===== src/rtl/bx_pkg.sv =====
package bx_pkg;
  localparam int BX_W = 12;
  localparam int BX_BANKS = 2;

  typedef enum logic {
    SEL_BANK2 = 1'b0,
    SEL_BANK1 = 1'b1
  } bank_sel_e;

  function automatic int bank_index(input bank_sel_e s);
    return (s == SEL_BANK1) ? 0 : 1;
  endfunction
endpackage


===== src/rtl/bx_latch.sv =====
module bx_latch #(
  parameter int W = bx_pkg::BX_W
) (
  input  logic         clk,
  input  logic         rst_n,
  input  logic         le,
  input  logic [W-1:0] d,
  output logic [W-1:0] q
);
  logic [W-1:0] store_q;

  always_ff @(posedge clk) begin
    if (!rst_n)  store_q <= '0;
    else if (le) store_q <= d;
  end

  // Transparent while enabled, stored value otherwise
  assign q = le ? d : store_q;

  AST_LATCH_HOLD: assert property (@(posedge clk) disable iff (!rst_n)
    !le |=> $stable(store_q));
  AST_LATCH_CAPTURE: assert property (@(posedge clk) disable iff (!rst_n)
    le |=> (store_q == $past(d)));
endmodule


===== src/rtl/bx_keeper.sv =====
module bx_keeper #(
  parameter int W = bx_pkg::BX_W,
  parameter bit KEEP_EN = 1'b1
) (
  input  logic         clk,
  input  logic         rst_n,
  input  logic         ext_drv,
  input  logic [W-1:0] ext_in,
  input  logic         own_oe,
  input  logic [W-1:0] own_out,
  output logic [W-1:0] seen
);
  generate
    if (KEEP_EN) begin : g_keep
      logic [W-1:0] held_q;

      always_ff @(posedge clk) begin
        if (!rst_n)       held_q <= '0;
        else if (own_oe)  held_q <= own_out;
        else if (ext_drv) held_q <= ext_in;
      end

      assign seen = ext_drv ? ext_in : held_q;

      AST_KEEP_STABLE: assert property (@(posedge clk) disable iff (!rst_n)
        (!own_oe && !ext_drv) |=> $stable(held_q));
      AST_KEEP_FOLLOW: assert property (@(posedge clk) disable iff (!rst_n)
        (!own_oe && ext_drv) |=> (held_q == $past(ext_in)));
    end else begin : g_nokeep
      logic unused_ok;
      assign unused_ok = ^{clk, rst_n, own_oe, own_out};
      assign seen = ext_drv ? ext_in : '0;
    end
  endgenerate
endmodule


===== src/rtl/bx_exchange.sv =====
module bx_exchange #(
  parameter int W = bx_pkg::BX_W,
  parameter bit KEEP_EN = 1'b1
) (
  input  logic         clk,
  input  logic         rst_n,
  input  logic         sel,
  input  logic         le_b1a,
  input  logic         le_b2a,
  input  logic         le_ab1,
  input  logic         le_ab2,
  input  logic         oe_a_n,
  input  logic         oe_b1_n,
  input  logic         oe_b2_n,
  input  logic         a_drv,
  input  logic [W-1:0] a_in,
  output logic [W-1:0] a_out,
  output logic         a_oe,
  input  logic         b1_drv,
  input  logic [W-1:0] b1_in,
  output logic [W-1:0] b1_out,
  output logic         b1_oe,
  input  logic         b2_drv,
  input  logic [W-1:0] b2_in,
  output logic [W-1:0] b2_out,
  output logic         b2_oe
);
  import bx_pkg::*;
  localparam int NB = BX_BANKS;

  logic [NB-1:0][W-1:0] b_in_v, b_seen, ba_q, ab_q;
  logic [NB-1:0]        b_drv_v, le_ba_v, le_ab_v, b_oe_v;
  logic [W-1:0]         a_seen;
  bank_sel_e            sel_e;

  assign b_in_v  = {b2_in, b1_in};
  assign b_drv_v = {b2_drv, b1_drv};
  assign le_ba_v = {le_b2a, le_b1a};
  assign le_ab_v = {le_ab2, le_ab1};
  assign b_oe_v  = {~oe_b2_n, ~oe_b1_n};

  // A side pad keeper; fed back from the block's own driven value
  bx_keeper #(.W(W), .KEEP_EN(KEEP_EN)) u_keep_a (
    .clk(clk), .rst_n(rst_n), .ext_drv(a_drv), .ext_in(a_in),
    .own_oe(a_oe), .own_out(a_out), .seen(a_seen)
  );

  generate
    for (genvar g = 0; g < NB; g++) begin : g_bank
      bx_keeper #(.W(W), .KEEP_EN(KEEP_EN)) u_keep_b (
        .clk(clk), .rst_n(rst_n), .ext_drv(b_drv_v[g]), .ext_in(b_in_v[g]),
        .own_oe(b_oe_v[g]), .own_out(ab_q[g]), .seen(b_seen[g])
      );
      bx_latch #(.W(W)) u_lat_ba (
        .clk(clk), .rst_n(rst_n), .le(le_ba_v[g]), .d(b_seen[g]), .q(ba_q[g])
      );
      bx_latch #(.W(W)) u_lat_ab (
        .clk(clk), .rst_n(rst_n), .le(le_ab_v[g]), .d(a_seen), .q(ab_q[g])
      );
    end
  endgenerate

  assign sel_e  = bank_sel_e'(sel);
  assign a_out  = ba_q[bank_index(sel_e)];
  assign a_oe   = ~oe_a_n;
  assign b1_out = ab_q[0];
  assign b2_out = ab_q[1];
  assign b1_oe  = b_oe_v[0];
  assign b2_oe  = b_oe_v[1];

  AST_SEL_BANK1: assert property (@(posedge clk) disable iff (!rst_n)
    (sel && le_b1a && b1_drv) |-> (a_out == b1_in));
  AST_SEL_BANK2: assert property (@(posedge clk) disable iff (!rst_n)
    (!sel && le_b2a && b2_drv) |-> (a_out == b2_in));
  AST_A_TO_B1: assert property (@(posedge clk) disable iff (!rst_n)
    (le_ab1 && a_drv) |-> (b1_out == a_in));
  AST_A_TO_B2: assert property (@(posedge clk) disable iff (!rst_n)
    (le_ab2 && a_drv) |-> (b2_out == a_in));
endmodule


===== config.mk =====
export PLATFORM = sky130hd
export DESIGN_NAME = bx_exchange
export DESIGN_NICKNAME = d
export VERILOG_FILES = /design/src/rtl/bx_pkg.sv /design/src/rtl/bx_latch.sv /design/src/rtl/bx_keeper.sv /design/src/rtl/bx_exchange.sv
export SDC_FILE = /design/constraint.sdc
export NUM_CORES = 1
export LEC_CHECK = 0
export BUFFER_PORTS_ARGS = -buffer_cell sky130_fd_sc_hd__buf_2
export CAP_MARGIN = 20
export CORE_AREA = 3 3 88 90
export CTS_CLUSTER_DIAMETER = 120
export DETAILED_ROUTE_END_ITERATION = 10
export DIE_AREA = 0 0 91 93
export PLACE_DENSITY = 0.77
export SLEW_MARGIN = 15
export SYNTH_ARGS = -nofsm -noshare
export SYNTH_HDL_FRONTEND = slang
export SYNTH_SLANG_ARGS = --single-unit

===== constraint.sdc =====
create_clock -name clk -period 1.2 [get_ports clk]
set_input_delay 0.06 -clock clk [delete_from_list [all_inputs] [get_ports clk]]
set_output_delay 0.06 -clock clk [all_outputs]
set_load 0.005 [all_outputs]

==> impl_metrics.csv, run 1 <==
group,metric,value,unit
status,status,"finished with violations",
finish,final_common_cell,"buf_4",
global_routing,met1_usage,0.344,
floorplan,die_w,91,µm
finish,area_growth,66.6,%
timing,finClkSkew,15.9,ps
worst_setup_path,crit_type,"reg -> out",
placed_design,gp_congestion,0.842,
route,routed-via-count,4011,
worst_setup_path,worstPathRequired,1140,ps
floorplan,start_util,0.515,
cts,cts_tree,"built",
timing,report.final.hold_viol_count,0,
global_routing,grtUsageTotal,0.322,
finish,drive_gt1_frac,0.554,
timing,fin_tns_setup,-5160,ps
route,antenna_left,0,
cts,htree_levels,3,
global_routing,grt_max_degree,85,
route,drc,0,
cts,postCtsHoldBufs,0,
finish,final_cell_mix,"buf_4 (95), buf_2 (75), dfxtp_1 (61), nor2_1 (37), nand2_1 (34)",
cts,clock-root-buffer,"clkbuf_8",
floorplan,core_area,0.00714,mm²
worst_setup_path,end_kind,"output port",
floorplan,io_pins,88,
finish,diodes,0,
worst_setup_path,startpoint_type,"flop",
route,drtPass1Iterations,5,
route,wl_per_cell,20.9,µm
cts,clock_path_buffers,2,
power,ir_drop,0.988,mV
timing,drv_slew,0,
flow_run,drv_cap,0,
power,leakagePower,2.78,nW
placed_design,post-place-ws,-228,ps
yosys,ys_seq_area_frac,0.458,
route,wl,14500,µm
yosys,syn-num-nets,463,
floorplan,die_area,0.00846,mm²
yosys,yosys_warnings,0,
global_routing,grt_pass1_vias,4072,
power,p_per_area,1260,mW/mm²
placed_design,dp_cells,614,
yosys,syn_area,0.00367,mm²
floorplan,die_height,93,µm
worst_setup_path,crit_fanout,2,
timing,max_freq,677,MHz
route,viasPerCell,5.77,
route,drt_iter0_markers,337,
cts,path_clk_slew,90,ps
yosys,synthCells,414,
cts,clkLatencyLatePin,370,ps
placed_design,port_buffers,87,
cts,cts_buffers,9,
timing,setup_viol,46,
global_routing,grt_pass1_wl,21100,µm
timing,finalCritPeriodShare,1.23,
timing,fin_ws,-278,ps
timing,max_slew_margin,0.646,
global_routing,top_usage_layer,"met2",
timing,tightestPinTransition,531,ps
status,violations,"setup timing",
yosys,synth_cell_types,18,
timing,period_minus_slack,1480,ps
cts,clkSinkCount,84,
timing,rsz0062_at_grt,"yes",
worst_setup_path,cp.arrival,1420,ps
placed_design,dp_hpwl,7860,µm
yosys,syn_avg_cell_area,8.87,µm²
hold_path,hp-class,"in -> reg",
finish,postLayoutCoreUtil,0.857,
global_routing,met3_usage,0.0917,
finish,nets,640,
global_routing,grt-ovfl-total,0,
finish,finalNonFillerCells,695,
floorplan,rows,31,
global_routing,use_met2,0.582,
yosys,yosys_register_bits,84,
global_routing,antenna_found_initial,0,
==> metrics by stage <==
step | area [µm²] | power [mW] | hold WS (ps)
floorplan | 3670 | 3.81 | 154
CTS | 5780 | 7.37 | 94.9
finish | 6120 | 7.72 | 105
detailed placement | 4530 | 4.44 | 430
global route | 6120 | 7.97 | 108
global placement | 4530 | 4.40 | 415
==> cell families after synthesis <==
| kind of cell | after synthesis | share of synthesized area |
|---|---|---|
| AO/OA/AOI/OAI | 146 | 0.259 |
| buffers and inverters | 40 | 0.0501 |
| flip-flops | 84 | 0.458 |
| multiplexers | 36 | 0.0981 |
| AND/OR/NAND/NOR | 108 | 0.135 |
==> critical path, stage by stage (launching register included) <==
cell and delay [ps]:
dfxtp_1 320, mux2i_2 210, a211oi_2 130, or2_4 280, buf_6 120
==> worst paths after layout <==
kind | end | slack [ps] | from | cells past startpoint
worst max-delay path | a_out[0] | -280 | g_bank[1].u_keep_b.g_keep.held_q[0]$_SDFF_PN0_ | 4
worst min-delay path | g_bank[0].u_lat_ba.store_q[11]$_SDFF_PN0_ | 110 | le_b1a | 2
worst max register to register | g_bank[1].u_keep_b.g_keep.held_q[9]$_SDFF_PN0_ | -70 | u_keep_a.g_keep.held_q[9]$_SDFF_PN0_ | 5
worst min register to register | g_bank[0].u_lat_ba.store_q[7]$_SDFF_PN0_ | 530 | g_bank[0].u_lat_ba.store_q[7]$_SDFF_PN0_ | 2
==> synthesized netlist by cell type, drive strengths merged <==
library cell	n	area [µm²]
a211oi	14	115
a21oi	60	300
and2	24	150
buf	13	82.6
clkbuf	24	90.1
dfxtp	84	1680
inv	3	11.3
mux2i	36	360
nand2	34	128
nor2	38	143
o211a	22	220
o21a	2	15.0
o21ai	36	180
o311a	12	120
or2	12	75.1
==> metal layers <==
metal  up-vias  wire length, µm
met5         -                0
met4         0              499
met3        43             1020
met2       202             7660
met1      1951             5340
li1       1815                -
==> final cells by class <==
| cell class | count | area, µm² |
|---|---|---|
| Multi-Input combinational cell | 290 | 2510 |
| Inverter | 3 | 11.3 |
| Fill cell | 367 | 1020 |
| Sequential cell | 84 | 1710 |
| Tap cell | 99 | 124 |
| Clock buffer | 13 | 169 |
| Timing Repair Buffer | 203 | 1530 |
| Clock inverter | 3 | 67.6 |
==> what timing repair did <==
item | in CTS | in global routing
setup buffers | 51 | 22
pin swaps | 49 | 27
resized for setup | 143 | 45
endpoints found under the setup margin | 39 | 56
==> registers in the layout (all words and copies together) (netlist names) <==
| signal | flops |
|---|---|
| g_bank.u_lat_ba.store_q | 24 |
| g_bank.u_lat_ab.store_q | 24 |
| u_keep_a.g_keep.held_q | 12 |
| g_bank.u_keep_b.g_keep.held_q | 24 |
==> power breakdown <==
group,total [mW],switching [mW],internal [mW]
clock network,2.39,1.04,1.35
logic,2.20,1.07,1.13
registers,3.13,0.110,3.02
total,7.72,2.22,5.49
No activity file was read; power rests on OpenSTA's default activity.
==> run 2, diff against run 1 <==
Settings changed: CORE_AREA 3 3 88 90 to 3 3 107 109, DIE_AREA 0 0 91 93 to 0 0 110 112, PLACE_DENSITY 0.77 to not set, SKIP_LAST_GASP set to 1.
==> run 2 against run 1 <==
  * Clock-buffer cell count fell by 1
  * Critical path depth did not move
  * Register-to-register slack better by 20 ps
  * Worst setup slack improved by 18 ps
  * Utilization fell by 29 points
  * Sequential share of layout area up 0.18 points
  * Global-route usage down 11 points
  * Clock power fell by 17%
  * The run still ends with setup timing left
  * Largest power group unchanged
  * Highest routed layer unchanged
==> impl_metrics.csv, run 2 (synthesis gave the netlist of run 1 again) <==
group,metric,value,unit
cts,cts_buffers,9,
worst_setup_path,crit_type,"reg -> out",
status,violations,"setup timing",
floorplan,rows,38,
global_routing,grt-ovfl-total,0,
timing,fin_ws,-260,ps
cts,cts_tree,"built",
worst_setup_path,startpoint_type,"flop",
placed_design,post-place-ws,-140,ps
finish,area_growth,66.3,%
power,ir_drop,0.604,mV
floorplan,die_height,112,µm
status,status,"finished with violations",
floorplan,start_util,0.343,
hold_path,hp-class,"in -> reg",
finish,diodes,0,
placed_design,dp_hpwl,8650,µm
finish,top_regs,"g_bank.u_keep_b.g_keep.held_q: 24 flops, g_bank.u_lat_ab.store_q: 24 flops, g_bank.u_lat_ba.store_q: 24 flops",
timing,finClkSkew,10.2,ps
global_routing,use_met2,0.354,
route,antenna_left,0,
cts,clkSinkCount,84,
finish,drive_gt1_frac,0.563,
timing,period_minus_slack,1460,ps
global_routing,grt_pass1_vias,3788,
cts,clkLatencyLatePin,350,ps
cts,clock-root-buffer,"clkbuf_8",
floorplan,io_pins,88,
timing,tightestPinTransition,505,ps
cts,htree_levels,3,
cts,clock_path_buffers,2,
timing,max_slew_margin,0.663,
timing,report.final.hold_viol_count,0,
worst_setup_path,end_kind,"output port",
global_routing,met1_usage,0.272,
global_routing,top_usage_layer,"met2",
route,drtPass1Iterations,4,
finish,final_common_cell,"buf_4",
route,wl,13000,µm
global_routing,grtUsageTotal,0.214,
floorplan,die_w,110,µm
flow_run,drv_cap,0,
global_routing,antenna_found_initial,0,
placed_design,port_buffers,87,
finish,postLayoutCoreUtil,0.571,
cts,path_clk_slew,90,ps
power,leakagePower,2.75,nW
global_routing,grt_pass1_wl,20200,µm
worst_setup_path,crit_fanout,2,
timing,rsz0062_at_grt,"yes",
finish,final_cell_mix,"buf_4 (87), buf_2 (72), dfxtp_1 (55), nor2_1 (38), nand2_1 (32)",
global_routing,grt_max_degree,85,
power,p_per_area,1180,mW/mm²
floorplan,die_area,0.0123,mm²
worst_setup_path,worstPathRequired,1140,ps
timing,max_freq,685,MHz
floorplan,core_area,0.0107,mm²
global_routing,met3_usage,0.0446,
timing,finalCritPeriodShare,1.22,
route,drt_iter0_markers,178,
worst_setup_path,cp.arrival,1400,ps
timing,drv_slew,0,
finish,nets,636,
timing,setup_viol,39,
route,routed-via-count,3744,
route,viasPerCell,5.11,
route,drc,0,
route,wl_per_cell,17.8,µm
placed_design,gp_congestion,0.800,
-- run 2: cell count changes in the layout (fill, tap and decap cells not counted), moves of 3 or more --
cell	before	now
dfxtp_2	23	29
buf_6	24	30
dfxtp_1	61	55
buf_2	75	72
buf_4	95	87
mux2i_4	21	18
-- run 2: routing by layer --
metal,wire (µm),part of all wire,vias to the layer above
met5,0,0,-
met2,6580,0.50,101
met4,399,0.031,0
li1,-,-,1799
met3,679,0.052,23
met1,5390,0.41,1821
-- run 2: layout make-up --
class	instances	area (µm²)
Clock inverter	4	32.5
Inverter	3	11.3
Multi-Input combinational cell	290	2470
Tap cell	140	175
Clock buffer	12	165
Timing Repair Buffer	199	1540
Sequential cell	84	1720
Fill cell	905	4590
-- run 2: path summary, 6_finish.rpt --
check                                                       from                                             end  slack, ps  cells after the start
hold reg to reg         g_bank[0].u_lat_ba.store_q[3]$_SDFF_PN0_        g_bank[0].u_lat_ba.store_q[3]$_SDFF_PN0_        530                      2
setup / recovery  g_bank[1].u_keep_b.g_keep.held_q[4]$_SDFF_PN0_                                        a_out[4]       -260                      4
hold / removal                                         b1_in[10]       g_bank[0].u_lat_ba.store_q[10]$_SDFF_PN0_         70                      3
setup reg to reg  g_bank[0].u_keep_b.g_keep.held_q[1]$_SDFF_PN0_  g_bank[0].u_keep_b.g_keep.held_q[1]$_SDFF_PN0_        -50                      8
-- run 2: critical path, stage by stage (launching register included) --
cell and delay (ps):
dfxtp_2 330, mux2i_2 200, a211oi_2 130, or2_4 270, buf_2 130
-- run 2: power breakdown --
| group | internal (mW) | switching [mW] | leakage [nW] |
|---|---|---|---|
| clock network | 0.930 | 1.05 | 0.0948 |
| registers | 3.02 | 0.0968 | 0.706 |
| logic | 1.13 | 0.994 | 1.95 |
-- run 2: per-stage QoR --
stage | total power [mW] | cell area (µm²) | TNS, ps | instances | hold WS (ps)
3_5_place_dp | 4.50 | 4640 | -2070 | 660 | 443
3_3_place_gp | 4.47 | 4640 | -1800 | 660 | 437
5_1_grt | 7.57 | 6110 | -6650 | 732 | 60.8
4_1_cts | 7.03 | 5790 | -4770 | 722 | 60.8
2_1_floorplan | 3.81 | 3670 | 0 | 414 | 154
6_report | 7.22 | 6110 | -3920 | 732 | 70.9
-- run 2: what timing repair did --
item,CTS,global route
pin swaps,52,29
endpoints found under the setup margin,36,60
endpoints found under the hold margin,0,0
hold buffers,0,0
setup buffers,55,24
resized for setup,131,66
